==> config.mk <==
export PLATFORM = sky130hd
export DESIGN_NAME = spi_regfront
export DESIGN_NICKNAME = d
export VERILOG_FILES = /design/src/rtl/spi_regfront_pkg.sv /design/src/rtl/spi_rf_fifo.sv /design/src/rtl/spi_rf_irq.sv /design/src/rtl/spi_regfront.sv
export SDC_FILE = /design/constraint.sdc
export NUM_CORES = 1
export LEC_CHECK = 0
export BUFFER_PORTS_ARGS = -buffer_cell sky130_fd_sc_hd__buf_2
export CAP_MARGIN = 20
export CORE_MARGIN = 3
export CORE_UTILIZATION = 35
export CTS_CLUSTER_SIZE = 8
export DETAILED_ROUTE_END_ITERATION = 10
export HOLD_SLACK_MARGIN = 0.15
export SYNTH_ARGS = -nofsm -noshare
export SYNTH_HDL_FRONTEND = slang
export SYNTH_SLANG_ARGS = --single-unit
==> constraint.sdc <==
create_clock -name clk -period 6.8 [get_ports clk]
set_input_delay 1.02 -clock clk [delete_from_list [all_inputs] [get_ports clk]]
set_output_delay 1.02 -clock clk [all_outputs]
set_load 0.02 [all_outputs]
==> src/rtl/spi_regfront_pkg.sv <==
package spi_regfront_pkg;

    localparam int FIFO_BYTES = 16;
    localparam int LVL_W      = $clog2(FIFO_BYTES + 1);
    localparam int DATA_W     = 32;
    localparam int ADDR_W     = 8;

    typedef enum logic [ADDR_W-1:0] {
        ADR_CTRL      = 8'h00,
        ADR_CTRL_CLR  = 8'h04,
        ADR_CTRL_SET  = 8'h08,
        ADR_STAT      = 8'h10,
        ADR_STAT_CLR  = 8'h14,
        ADR_DATA      = 8'h20,
        ADR_BAUD      = 8'h30,
        ADR_CTRL2     = 8'h40,
        ADR_CTRL2_CLR = 8'h44,
        ADR_CTRL2_SET = 8'h48
    } reg_addr_e;

    typedef enum logic [1:0] {
        WS_8   = 2'd0,
        WS_16  = 2'd1,
        WS_32  = 2'd2,
        WS_32B = 2'd3
    } wsize_e;

    // control field positions
    localparam int CTL_RXSEL_LSB = 0;
    localparam int CTL_TXSEL_LSB = 2;
    localparam int CTL_WS_LSB    = 10;
    // control-2 fault enables
    localparam int EN_UNDER_BIT  = 10;
    localparam int EN_OVF_BIT    = 11;
    localparam int EN_FRAME_BIT  = 12;
    // sticky status bits
    localparam int ST_OVF_BIT    = 6;
    localparam int ST_UNDER_BIT  = 8;
    localparam int ST_FRAME_BIT  = 12;

    typedef struct packed {
        logic frame_err;
        logic underrun;
        logic rx_ovf;
    } sticky_t;

    function automatic logic [LVL_W-1:0] cap_of(input logic [1:0] ws);
        case (wsize_e'(ws))
            WS_8:    return LVL_W'(FIFO_BYTES);
            WS_16:   return LVL_W'(FIFO_BYTES / 2);
            default: return LVL_W'(FIFO_BYTES / 4);
        endcase
    endfunction

    function automatic logic [DATA_W-1:0] mask_of(input logic [1:0] ws);
        case (wsize_e'(ws))
            WS_8:    return DATA_W'(32'h0000_00FF);
            WS_16:   return DATA_W'(32'h0000_FFFF);
            default: return '1;
        endcase
    endfunction

    // true when twice the amount reaches the capacity
    function automatic logic half_or_more(input logic [LVL_W-1:0] amt,
                                          input logic [LVL_W-1:0] cap);
        return {amt, 1'b0} >= {1'b0, cap};
    endfunction

endpackage

==> src/rtl/spi_rf_fifo.sv <==
module spi_rf_fifo #(
    parameter int DEPTH = 16,
    parameter int W     = 32,
    localparam int CW   = $clog2(DEPTH + 1),
    localparam int PW   = $clog2(DEPTH)
) (
    input  logic          clk,
    input  logic          rst,
    input  logic [CW-1:0] cap,
    input  logic          push,
    input  logic [W-1:0]  pdata,
    input  logic          pop,
    output logic [W-1:0]  head,
    output logic [CW-1:0] level,
    output logic          full,
    output logic          empty
);
    logic [W-1:0]  mem [DEPTH];
    logic [PW-1:0] wr_ptr, rd_ptr;
    logic [CW-1:0] cnt;
    logic          do_push, do_pop;

    function automatic logic [PW-1:0] nxt(input logic [PW-1:0] p);
        return (p == PW'(DEPTH - 1)) ? '0 : p + 1'b1;
    endfunction

    assign full    = cnt >= cap;
    assign empty   = cnt == '0;
    assign do_push = push && !full;
    assign do_pop  = pop && !empty;
    assign head    = mem[rd_ptr];
    assign level   = cnt;

    always_ff @(posedge clk) begin
        if (rst) begin
            wr_ptr <= '0;
            rd_ptr <= '0;
            cnt    <= '0;
        end else begin
            if (do_push) wr_ptr <= nxt(wr_ptr);
            if (do_pop)  rd_ptr <= nxt(rd_ptr);
            case ({do_push, do_pop})
                2'b10:   cnt <= cnt + 1'b1;
                2'b01:   cnt <= cnt - 1'b1;
                default: cnt <= cnt;
            endcase
        end
    end

    always_ff @(posedge clk) begin
        if (do_push) mem[wr_ptr] <= pdata;
    end

    AST_PUSH_FULL_DROP: assert property (@(posedge clk) disable iff (rst)
        (push && full && !pop) |=> (cnt == $past(cnt)));
    AST_POP_EMPTY_HOLD: assert property (@(posedge clk) disable iff (rst)
        (pop && empty && !push) |=> (cnt == $past(cnt)));

endmodule

==> src/rtl/spi_rf_irq.sv <==
module spi_rf_irq
    import spi_regfront_pkg::*;
(
    input  logic [1:0]       rx_sel,
    input  logic [1:0]       tx_sel,
    input  logic [LVL_W-1:0] rx_lvl,
    input  logic [LVL_W-1:0] tx_lvl,
    input  logic [LVL_W-1:0] cap,
    input  logic             shift_empty,
    input  sticky_t          flags,
    input  logic [2:0]       fault_en,
    output logic             irq_rx,
    output logic             irq_tx,
    output logic             irq_fault
);
    logic [LVL_W-1:0] tx_free;

    assign tx_free = (cap > tx_lvl) ? cap - tx_lvl : '0;

    always_comb begin
        case (rx_sel)
            2'd0:    irq_rx = rx_lvl == '0;
            2'd1:    irq_rx = rx_lvl != '0;
            2'd2:    irq_rx = half_or_more(rx_lvl, cap);
            default: irq_rx = rx_lvl >= cap;
        endcase
        case (tx_sel)
            2'd0:    irq_tx = (tx_lvl == '0) && shift_empty;
            2'd1:    irq_tx = tx_lvl == '0;
            2'd2:    irq_tx = half_or_more(tx_free, cap);
            default: irq_tx = tx_lvl < cap;
        endcase
    end

    // fault_en order: {frame, overflow, underrun}
    assign irq_fault = |({flags.frame_err, flags.rx_ovf, flags.underrun} & fault_en);

endmodule

==> src/rtl/spi_regfront.sv <==
module spi_regfront
    import spi_regfront_pkg::*;
#(
    parameter int BAUD_W = 9
) (
    input  logic              clk,
    input  logic              rst,
    input  logic [ADDR_W-1:0] bus_addr,
    input  logic              bus_wr,
    input  logic [DATA_W-1:0] bus_wdata,
    input  logic              bus_rd,
    output logic [DATA_W-1:0] bus_rdata,
    input  logic              eng_tx_pop,
    output logic [DATA_W-1:0] eng_tx_data,
    output logic              eng_tx_valid,
    input  logic              eng_rx_push,
    input  logic [DATA_W-1:0] eng_rx_data,
    input  logic              eng_shift_empty,
    input  logic              eng_busy,
    input  logic              eng_underrun,
    input  logic              eng_frame_err,
    output logic [DATA_W-1:0] cfg_ctrl,
    output logic [DATA_W-1:0] cfg_ctrl2,
    output logic [BAUD_W-1:0] cfg_baud,
    output logic              irq_rx,
    output logic              irq_tx,
    output logic              irq_fault
);
    logic [DATA_W-1:0] ctrl_q, ctrl2_q, ctrl_d, ctrl2_d, wmask, stat;
    logic [BAUD_W-1:0] baud_q;
    sticky_t           err_q, err_d;
    logic [LVL_W-1:0]  cap, tx_lvl, rx_lvl;
    logic [DATA_W-1:0] rx_head;
    logic              tx_full, tx_empty, rx_full, rx_empty;
    logic              tx_push, rx_pop, stat_clr_wr;
    logic [1:0]        wsel;

    assign wsel        = ctrl_q[CTL_WS_LSB +: 2];
    assign cap         = cap_of(wsel);
    assign wmask       = mask_of(wsel);
    assign tx_push     = bus_wr && (bus_addr == ADR_DATA);
    assign rx_pop      = bus_rd && (bus_addr == ADR_DATA);
    assign stat_clr_wr = bus_wr && (bus_addr == ADR_STAT_CLR);

    spi_rf_fifo #(.DEPTH(FIFO_BYTES), .W(DATA_W)) i_tx_fifo (
        .clk, .rst, .cap,
        .push(tx_push), .pdata(bus_wdata & wmask), .pop(eng_tx_pop),
        .head(eng_tx_data), .level(tx_lvl), .full(tx_full), .empty(tx_empty)
    );

    spi_rf_fifo #(.DEPTH(FIFO_BYTES), .W(DATA_W)) i_rx_fifo (
        .clk, .rst, .cap,
        .push(eng_rx_push), .pdata(eng_rx_data & wmask), .pop(rx_pop),
        .head(rx_head), .level(rx_lvl), .full(rx_full), .empty(rx_empty)
    );

    assign eng_tx_valid = !tx_empty;

    // register writes with set/clear aliases
    always_comb begin
        ctrl_d  = ctrl_q;
        ctrl2_d = ctrl2_q;
        if (bus_wr) begin
            case (bus_addr)
                ADR_CTRL:      ctrl_d  = bus_wdata;
                ADR_CTRL_CLR:  ctrl_d  = ctrl_q & ~bus_wdata;
                ADR_CTRL_SET:  ctrl_d  = ctrl_q | bus_wdata;
                ADR_CTRL2:     ctrl2_d = bus_wdata;
                ADR_CTRL2_CLR: ctrl2_d = ctrl2_q & ~bus_wdata;
                ADR_CTRL2_SET: ctrl2_d = ctrl2_q | bus_wdata;
                default: ;
            endcase
        end
    end

    // sticky flags: a new event wins over a clear in the same cycle
    always_comb begin
        err_d.rx_ovf    = (err_q.rx_ovf && !(stat_clr_wr && bus_wdata[ST_OVF_BIT]))
                          || (eng_rx_push && rx_full);
        err_d.underrun  = (err_q.underrun && !(stat_clr_wr && bus_wdata[ST_UNDER_BIT]))
                          || eng_underrun;
        err_d.frame_err = (err_q.frame_err && !(stat_clr_wr && bus_wdata[ST_FRAME_BIT]))
                          || eng_frame_err;
    end

    always_ff @(posedge clk) begin
        if (rst) begin
            ctrl_q  <= '0;
            ctrl2_q <= '0;
            baud_q  <= '0;
            err_q   <= '0;
        end else begin
            ctrl_q  <= ctrl_d;
            ctrl2_q <= ctrl2_d;
            err_q   <= err_d;
            if (bus_wr && (bus_addr == ADR_BAUD))
                baud_q <= bus_wdata[BAUD_W-1:0];
        end
    end

    always_comb begin
        stat                  = '0;
        stat[0]               = rx_full;
        stat[1]               = tx_full;
        stat[3]               = tx_empty;
        stat[5]               = rx_empty;
        stat[ST_OVF_BIT]      = err_q.rx_ovf;
        stat[7]               = eng_shift_empty;
        stat[ST_UNDER_BIT]    = err_q.underrun;
        stat[11]              = eng_busy;
        stat[ST_FRAME_BIT]    = err_q.frame_err;
        stat[16 +: LVL_W]     = tx_lvl;
        stat[24 +: LVL_W]     = rx_lvl;
    end

    always_comb begin
        bus_rdata = '0;
        if (bus_rd) begin
            case (bus_addr)
                ADR_CTRL:  bus_rdata = ctrl_q;
                ADR_CTRL2: bus_rdata = ctrl2_q;
                ADR_STAT:  bus_rdata = stat;
                ADR_BAUD:  bus_rdata = DATA_W'(baud_q);
                ADR_DATA:  bus_rdata = rx_empty ? '0 : rx_head;
                default:   bus_rdata = '0;
            endcase
        end
    end

    spi_rf_irq i_irq (
        .rx_sel(ctrl_q[CTL_RXSEL_LSB +: 2]),
        .tx_sel(ctrl_q[CTL_TXSEL_LSB +: 2]),
        .rx_lvl, .tx_lvl, .cap,
        .shift_empty(eng_shift_empty),
        .flags(err_q),
        .fault_en({ctrl2_q[EN_FRAME_BIT], ctrl2_q[EN_OVF_BIT], ctrl2_q[EN_UNDER_BIT]}),
        .irq_rx, .irq_tx, .irq_fault
    );

    assign cfg_ctrl  = ctrl_q;
    assign cfg_ctrl2 = ctrl2_q;
    assign cfg_baud  = baud_q;

    AST_OVF_SET: assert property (@(posedge clk) disable iff (rst)
        (eng_rx_push && rx_full) |=> err_q.rx_ovf);
    AST_OVF_STICKY: assert property (@(posedge clk) disable iff (rst)
        (err_q.rx_ovf && !(stat_clr_wr && bus_wdata[ST_OVF_BIT])) |=> err_q.rx_ovf);
    AST_FAULT_MASKED: assert property (@(posedge clk) disable iff (rst)
        (ctrl2_q[EN_FRAME_BIT:EN_UNDER_BIT] == 3'b000) |-> !irq_fault);
    AST_RX_FULL_IRQ: assert property (@(posedge clk) disable iff (rst)
        ((ctrl_q[1:0] == 2'd3) && irq_rx) |-> rx_full);
    AST_TX_EMPTY_IRQ: assert property (@(posedge clk) disable iff (rst)
        ((ctrl_q[3:2] == 2'd1) && irq_tx) |-> tx_empty);
    AST_BAUD_HOLD: assert property (@(posedge clk) disable iff (rst)
        !(bus_wr && (bus_addr == ADR_BAUD)) |=> $stable(baud_q));

endmodule

* Yosys cells after proc, flatten, opt, wreduce, memory -nomap -nowiden
Memory sizes are Yosys's and may differ from the RTL's. A register that Yosys moved wholly into a read port is not among the register bits.
Index checks and enable logic that the tools add are counted.
** Operators by class
- Add/subtract/negate cells :: 9
- $lt $le $gt $ge :: 6
- Equal/unequal tests :: 22
- Muxes and demuxes :: 24
- Bitwise gates (word level) :: 8
- Reductions and logical operators :: 40
** Operators by type and width (count)
- one-hot mux 32 bit (3 select lines) :: 2
- one-hot mux 32 bit (5 select lines) :: 1
- bitwise AND 32 bit :: 4
- two-way mux 32 bit :: 2
- OR 32 bit :: 2
- one-hot mux 32 bit (2 select lines) :: 1
- two-way mux 4 bit :: 8
- inverter 32 bit :: 1
- one-hot mux 5 bit (2 select lines) :: 3
- == test 8 x 7 -> 1 bit (second input constant) :: 3
- adder 4 x 1 -> 4 bit (second input constant) :: 4
- == test 4 bit (second input constant) :: 4
- == test 8 x 5 -> 1 bit (second input constant) :: 2
- == test 8 x 6 -> 1 bit (second input constant) :: 2
- logical AND 1 bit :: 16
- greater-or-equal comparator 6 x 5 -> 1 bit :: 2
- adder 5 x 1 -> 5 bit (second input constant) :: 2
- == test 2 x 1 -> 1 bit (second input constant) :: 5
- greater-or-equal comparator 5 bit :: 2
- logical NOT 5 bit :: 2
- subtractor 5 x 1 -> 5 bit (second input constant) :: 2
- == test 2 bit (second input constant) :: 4
- == test 8 x 3 -> 1 bit (second input constant) :: 1
- == test 8 x 4 -> 1 bit (second input constant) :: 1
- 16 further kinds :: 33
** Storage, ports and cells
- Register bits after elaboration :: 102
- Memory bits (writable) :: 1024
- Input bits :: 82
- Output and inout bits :: 141
- Word-level logic and storage cells :: 123
- Memories kept :: 2
** Memories
- i_rx_fifo.mem :: words 16, width 32, read ports 1, clocked after Yosys merged registers in 1, wr ports 1, line spi_rf_fifo.sv:18 : logic [W-1:0] mem [DEPTH];
- i_tx_fifo.mem :: words 16, width 32, read ports 1, clocked after Yosys merged registers in 1, wr ports 1, line spi_rf_fifo.sv:18

* Depth between registers and ports, before layout
- Depth after elaboration :: 7
- Depth in mapped cells :: 18
- Mapped depth without buffers :: 16

* By module
Synthesis repeated with hierarchy kept, for this count alone.
** Unflattened totals
- Cells, all modules :: 2381
- Area total of the unflattened synthesis :: 45864.0 µm²
** Modules (own cells, without submodules)
- spi_rf_fifo at i_rx_fifo :: times used 1, cells each 837, area each 20372.0 µm²
- spi_rf_fifo at i_tx_fifo :: times used 1, cells each 843, area each 20335.8 µm²
- spi_regfront :: times used 1, cells each 620, area each 4548.1 µm²
- spi_rf_irq :: times used 1, cells each 81, area each 608.1 µm²

* Least setup slack after synthesis
Ideal clock, no wire load.
- Kind :: input port to flip-flop
- From :: input bus_addr[2]
- To :: memory i_tx_fifo.mem[15][0], enable pin
- Arrival :: 5.147 ns
- Setup slack :: 1.152 ns
- Stages on the path :: 6
- Buffers on the path :: 2
- Cells stage by stage :: buf_2 -> nor4_2 -> and4b_1 -> buf_4 -> nand2_2 -> nor4_1
** Between the ends
- Longest elaborated chain between the ends :: 5
** Ends and longest elaborated chain
- start: declaration :: line spi_regfront.sv:8 : input logic [ADDR_W-1:0] bus_addr,
- == test 8 x 6 -> 1 bit :: line spi_regfront.sv:41 : assign tx_push = bus_wr && (bus_addr == ADR_DATA);
- logical AND 1 bit :: line spi_regfront.sv:41
- logical AND 1 bit :: line spi_rf_fifo.sv:29 : assign do_push = push && !full;
- two-way mux 1 bit :: line spi_rf_fifo.sv:51 : if (do_push) mem[wr_ptr] <= pdata;
- two-way mux 1 bit (not written as such) :: line spi_rf_fifo.sv:51
- end: declaration :: line spi_rf_fifo.sv:18
Every way passes these cells.

* Final worst setup path
- From :: input bus_addr[3]
- To :: output bus_rdata[31]
** Between the ends
- Longest elaborated chain between the ends :: 3
- Elaborated cells on any way between the ends :: 7
** Ends and longest elaborated chain
- == test 8 x 6 -> 1 bit (tied with other cells) :: line spi_regfront.sv:119 : case (bus_addr)
- one-hot mux 32 bit (5 select lines) (*) :: line spi_regfront.sv:119
- two-way mux 32 bit (*) :: line spi_regfront.sv:118 : if (bus_rd) begin
- end: declaration :: line spi_regfront.sv:12 : output logic [DATA_W-1:0] bus_rdata,
Every way passes the cells marked *; elsewhere a longest branch is shown, timed or not.

==> impl_metrics.ini <==
[critical_path]
crit_path_end_kind = primary output
worst_setup_path_start_kind = primary input
worst-path-stages = 7
critPathMostFrequentCell = buf_2
critPathKind = in -> out
crit_path_start = bus_addr[3]
cp.required_ps = 5780
cp_top_family = simple AND/OR/NAND/NOR gates
crit_chain = buf_2, nor4_2, nand4b_1, nor3_2, a222oi_1, a21oi_1, buf_2
path_max_fanout = 11
slowest_stage = nor3_2
r2r_cells = 17
ff2ff_setup_slack_ps = 2530
crit_end = bus_rdata[31]
reg2reg_from = cfg_ctrl[10]
r2r-end = i_tx_fifo.level[4]
max_stage_delay_ps = 980
arrival_ps = 4290
crit_buf_inv = 2

[timing]
hold_viol_final = 0
worstMarginPinSlew_ps = 1110
skew_ps = 26.4
fin_crit_sh_pct = 78.1
slew_headroom_pct = 26.1
rsz0062_at_grt = no
min_period_ps = 5310
hold_ws_ps = 475
final_max_slew_viol_count = 0
setup-tns-final_ps = 0
fmax_mhz = 188
finalSetupViolCount = 0

[global_route]
grt_pass1_vias = 25497
gr-total-overflow = 0
antenna_found_initial = 26
grtUsageTotal_pct = 20.2
grt_use_met3_pct = 7.97
grt_use_met1_pct = 27.6
grt_use_met2_pct = 29.7
grt_pass1_wl_um = 190000
grt_busiest_layer = met2
grt_max_degree = 57

[synthesis]
synth_most_common_cell = edfxtp_1
synth_cells = 2365
synth_top_family_by_area = multiplexers
synth_compound_area_share_pct = 4.64
synth_warnings = 0
synthTopCellsByArea = edfxtp_1 68%, mux4_2 14%, dfxtp_1 4.9%, a22oi_1 1.2%, mux2i_1 1.0%
synth_top_area_cell = edfxtp_1
synthXorXnorAreaFrac_pct = 0.253
synth_area_um2 = 45100
synth_common_cells = 1,024 x edfxtp_1, 277 x mux4_2, 112 x nor2_1
yosysTopAreaCellShare_pct = 68.2
synthFlopType = edfxtp_1
synth_edf_count = 1024
yosysSeqAreaShare_pct = 73.1
synth_seq_cells = 1134
synthSimpleGateAreaFrac_pct = 3.99
synth_cell_types = 61
syn_nets = 2477
synthMuxAreaShare_pct = 15.5
syn_area_per_cell_um2 = 19.1
synthArstFlopShare_pct = 0
synth-adder-area-share_pct = 0.866

[clock_network]
cts_tree = built
hold_buffers = 0
clk_pin_slew_worst_paths_ps = 60
htree_num_levels = 4
cts_root_buf = clkbuf_16
worstSkewPairLatency_ps = 770
clock_path_buffers = 3
cts.sink_count = 1134
numCtsBuffers = 160
cts.repair.resized = 0
cts_setup_buffers = 0

[pwr]
p_int_w = 0.0120
netSwitchingPower_w = 0.00312
p_per_area_nw_per_um2 = 286
swShare_pct = 20.7
combPwrFrac_pct = 1.6
p_clk_share_pct = 48.3
p_seq_share_pct = 50.1
leakage_nw = 17.5
ir_drop_mv = 0.276

[floorplan]
die_h_um = 365
rows = 131
ios = 223
dieArea_um2 = 133000
chipWidth_um = 365
start_util_pct = 35.3
core_um2 = 128000

[route]
wl_per_cell_um = 30.5
routed-via-count = 25556
routed_wl_um = 135000
drtIter0Drc = 3424
ant_nets = 0
drt-pass1-iter-count = 8
drc = 0
via_per_inst = 5.76

[placed_design]
hpwlAfterDp_um = 84600
gp_congestion = 0.901
portBuffers = 222

[min_path]
min_path_type = reg -> reg
holdPathStages = 2

[outcome]
status = finished, final reports clean

[cells_and_area]
syn_to_final_growth_pct = 17.3
drive_gt1_share_pct = 29.6
fillers = 11161
nets = 2781

[run]
maxCapViolCount = 0
-- flip-flops by register name, summed over array words and instances (netlist names), named ones only --
signal	flops
i_rx_fifo.rd_ptr	4
err_q	3
i_tx_fifo.level	5
i_tx_fifo.rd_ptr	4
cfg_baud	9
cfg_ctrl	32
i_tx_fifo.mem	512
i_rx_fifo.level	5
i_rx_fifo.mem	512
cfg_ctrl2	32
i_tx_fifo.wr_ptr	4
i_rx_fifo.wr_ptr	4
-- placed cells by master (no fill, tap or decap), types with 17 or more instances in the layout --
cell type	count
edfxtp_1	1024
mux4_2	277
buf_2	221
clkbuf_16	160
nor2_1	111
dfxtp_1	101
clkbuf_1	84
a21oi_1	73
a22oi_1	73
o21ai_1	63
buf_4	55
nand2_1	49
mux2i_1	46
nor2b_1	37
and2_1	35
inv_1	29
and2_2	28
ha_1	28
nand3_1	27
mux2_2	25
o21ai_0	22
a221oi_1	18
nor3_1	17
-- area by class of cell --
cell class | instances | area, um^2 | share of cell area, %
Sequential cell | 1134 | 33000 | 62.4
Multi-Input combinational cell | 1063 | 11500 | 21.7
Clock buffer | 244 | 4320 | 8.17
Tap cell | 1662 | 2080 | 3.93
Timing Repair Buffer | 281 | 1600 | 3.03
Clock inverter | 15 | 280 | 0.530
Inverter | 29 | 109 | 0.206
Antenna cell | 6 | 15.0 | 0.0284
-- power by group through the flow --
| stage | clock network, W | logic, W | registers (W) |
|---|---|---|---|
| finish | 0.00729 | 0.000240 | 0.00757 |
| global route | 0.00774 | 0.000253 | 0.00757 |
| CTS | 0.00741 | 0.000237 | 0.00757 |
| detailed placement | 0 | 0.000236 | 0.00771 |
| global placement | 0 | 0.000230 | 0.00770 |
| floorplan | 0 | 0.0000955 | 0.00771 |
-- worst min path at each step --
stage                     slack, ps          startpoint                  to
after floorplan                 460  i_tx_fifo.level[4]  i_tx_fifo.level[4]
after global placement          460         cfg_baud[8]         cfg_baud[8]
after detailed placement        460         cfg_baud[8]         cfg_baud[8]
after CTS                       440        eng_underrun            err_q[1]
after global routing            500        eng_underrun            err_q[1]
final                           470         cfg_baud[8]         cfg_baud[8]
-- kinds of logic after synthesis --
| family | count (synthesis) |
|---|---|
| AOI/OAI and AO/OA | 321 |
| xor gates and xnor gates | 13 |
| adders and majority gates | 30 |
| and+or+nand+nor | 351 |
| buffers and inverters | 168 |
| DFF | 1134 |
| muxes | 348 |
-- metal layers --
layer | wire length, um | part of all wire [%] | up-vias
li1 | - | - | 10333
met1 | 54100 | 40 | 13419
met2 | 59700 | 44 | 1550
met3 | 18200 | 13 | 242
met4 | 2940 | 2.2 | 12
met5 | 186 | 0.14 | -
-- stage by stage --
step | instance area [um^2] | total power [W] | instances | setup slack, ps | util, %
2_1_floorplan | 45100 | 0.00780 | 2365 | 1150 | -
3_3_place_gp | 48200 | 0.00793 | 4166 | 1780 | 37.8
3_5_place_dp | 48200 | 0.00794 | 4167 | 1680 | 37.8
4_1_cts | 52800 | 0.0152 | 4426 | 1630 | 41.4
5_1_grt | 52800 | 0.0156 | 4428 | 1420 | 41.4
6_report | 52900 | 0.0151 | 4434 | 1490 | 41.4
-- worst reg2reg max path, stage by stage (launching register included) --
cell     delay, ps
dfxtp_1        400
nor2_2         140
buf_4          390
ha_1           380
a21oi_1        190
inv_1           80
o21ai_1        350
buf_4          320
nor2_1          70
inv_1           50
ha_1           220
inv_1          100
fa_1           400
nor2b_1        150
o21ai_0        150
and3_1         230
or4_1          400
a21oi_1        170
(Power assumes the default switching activity.)
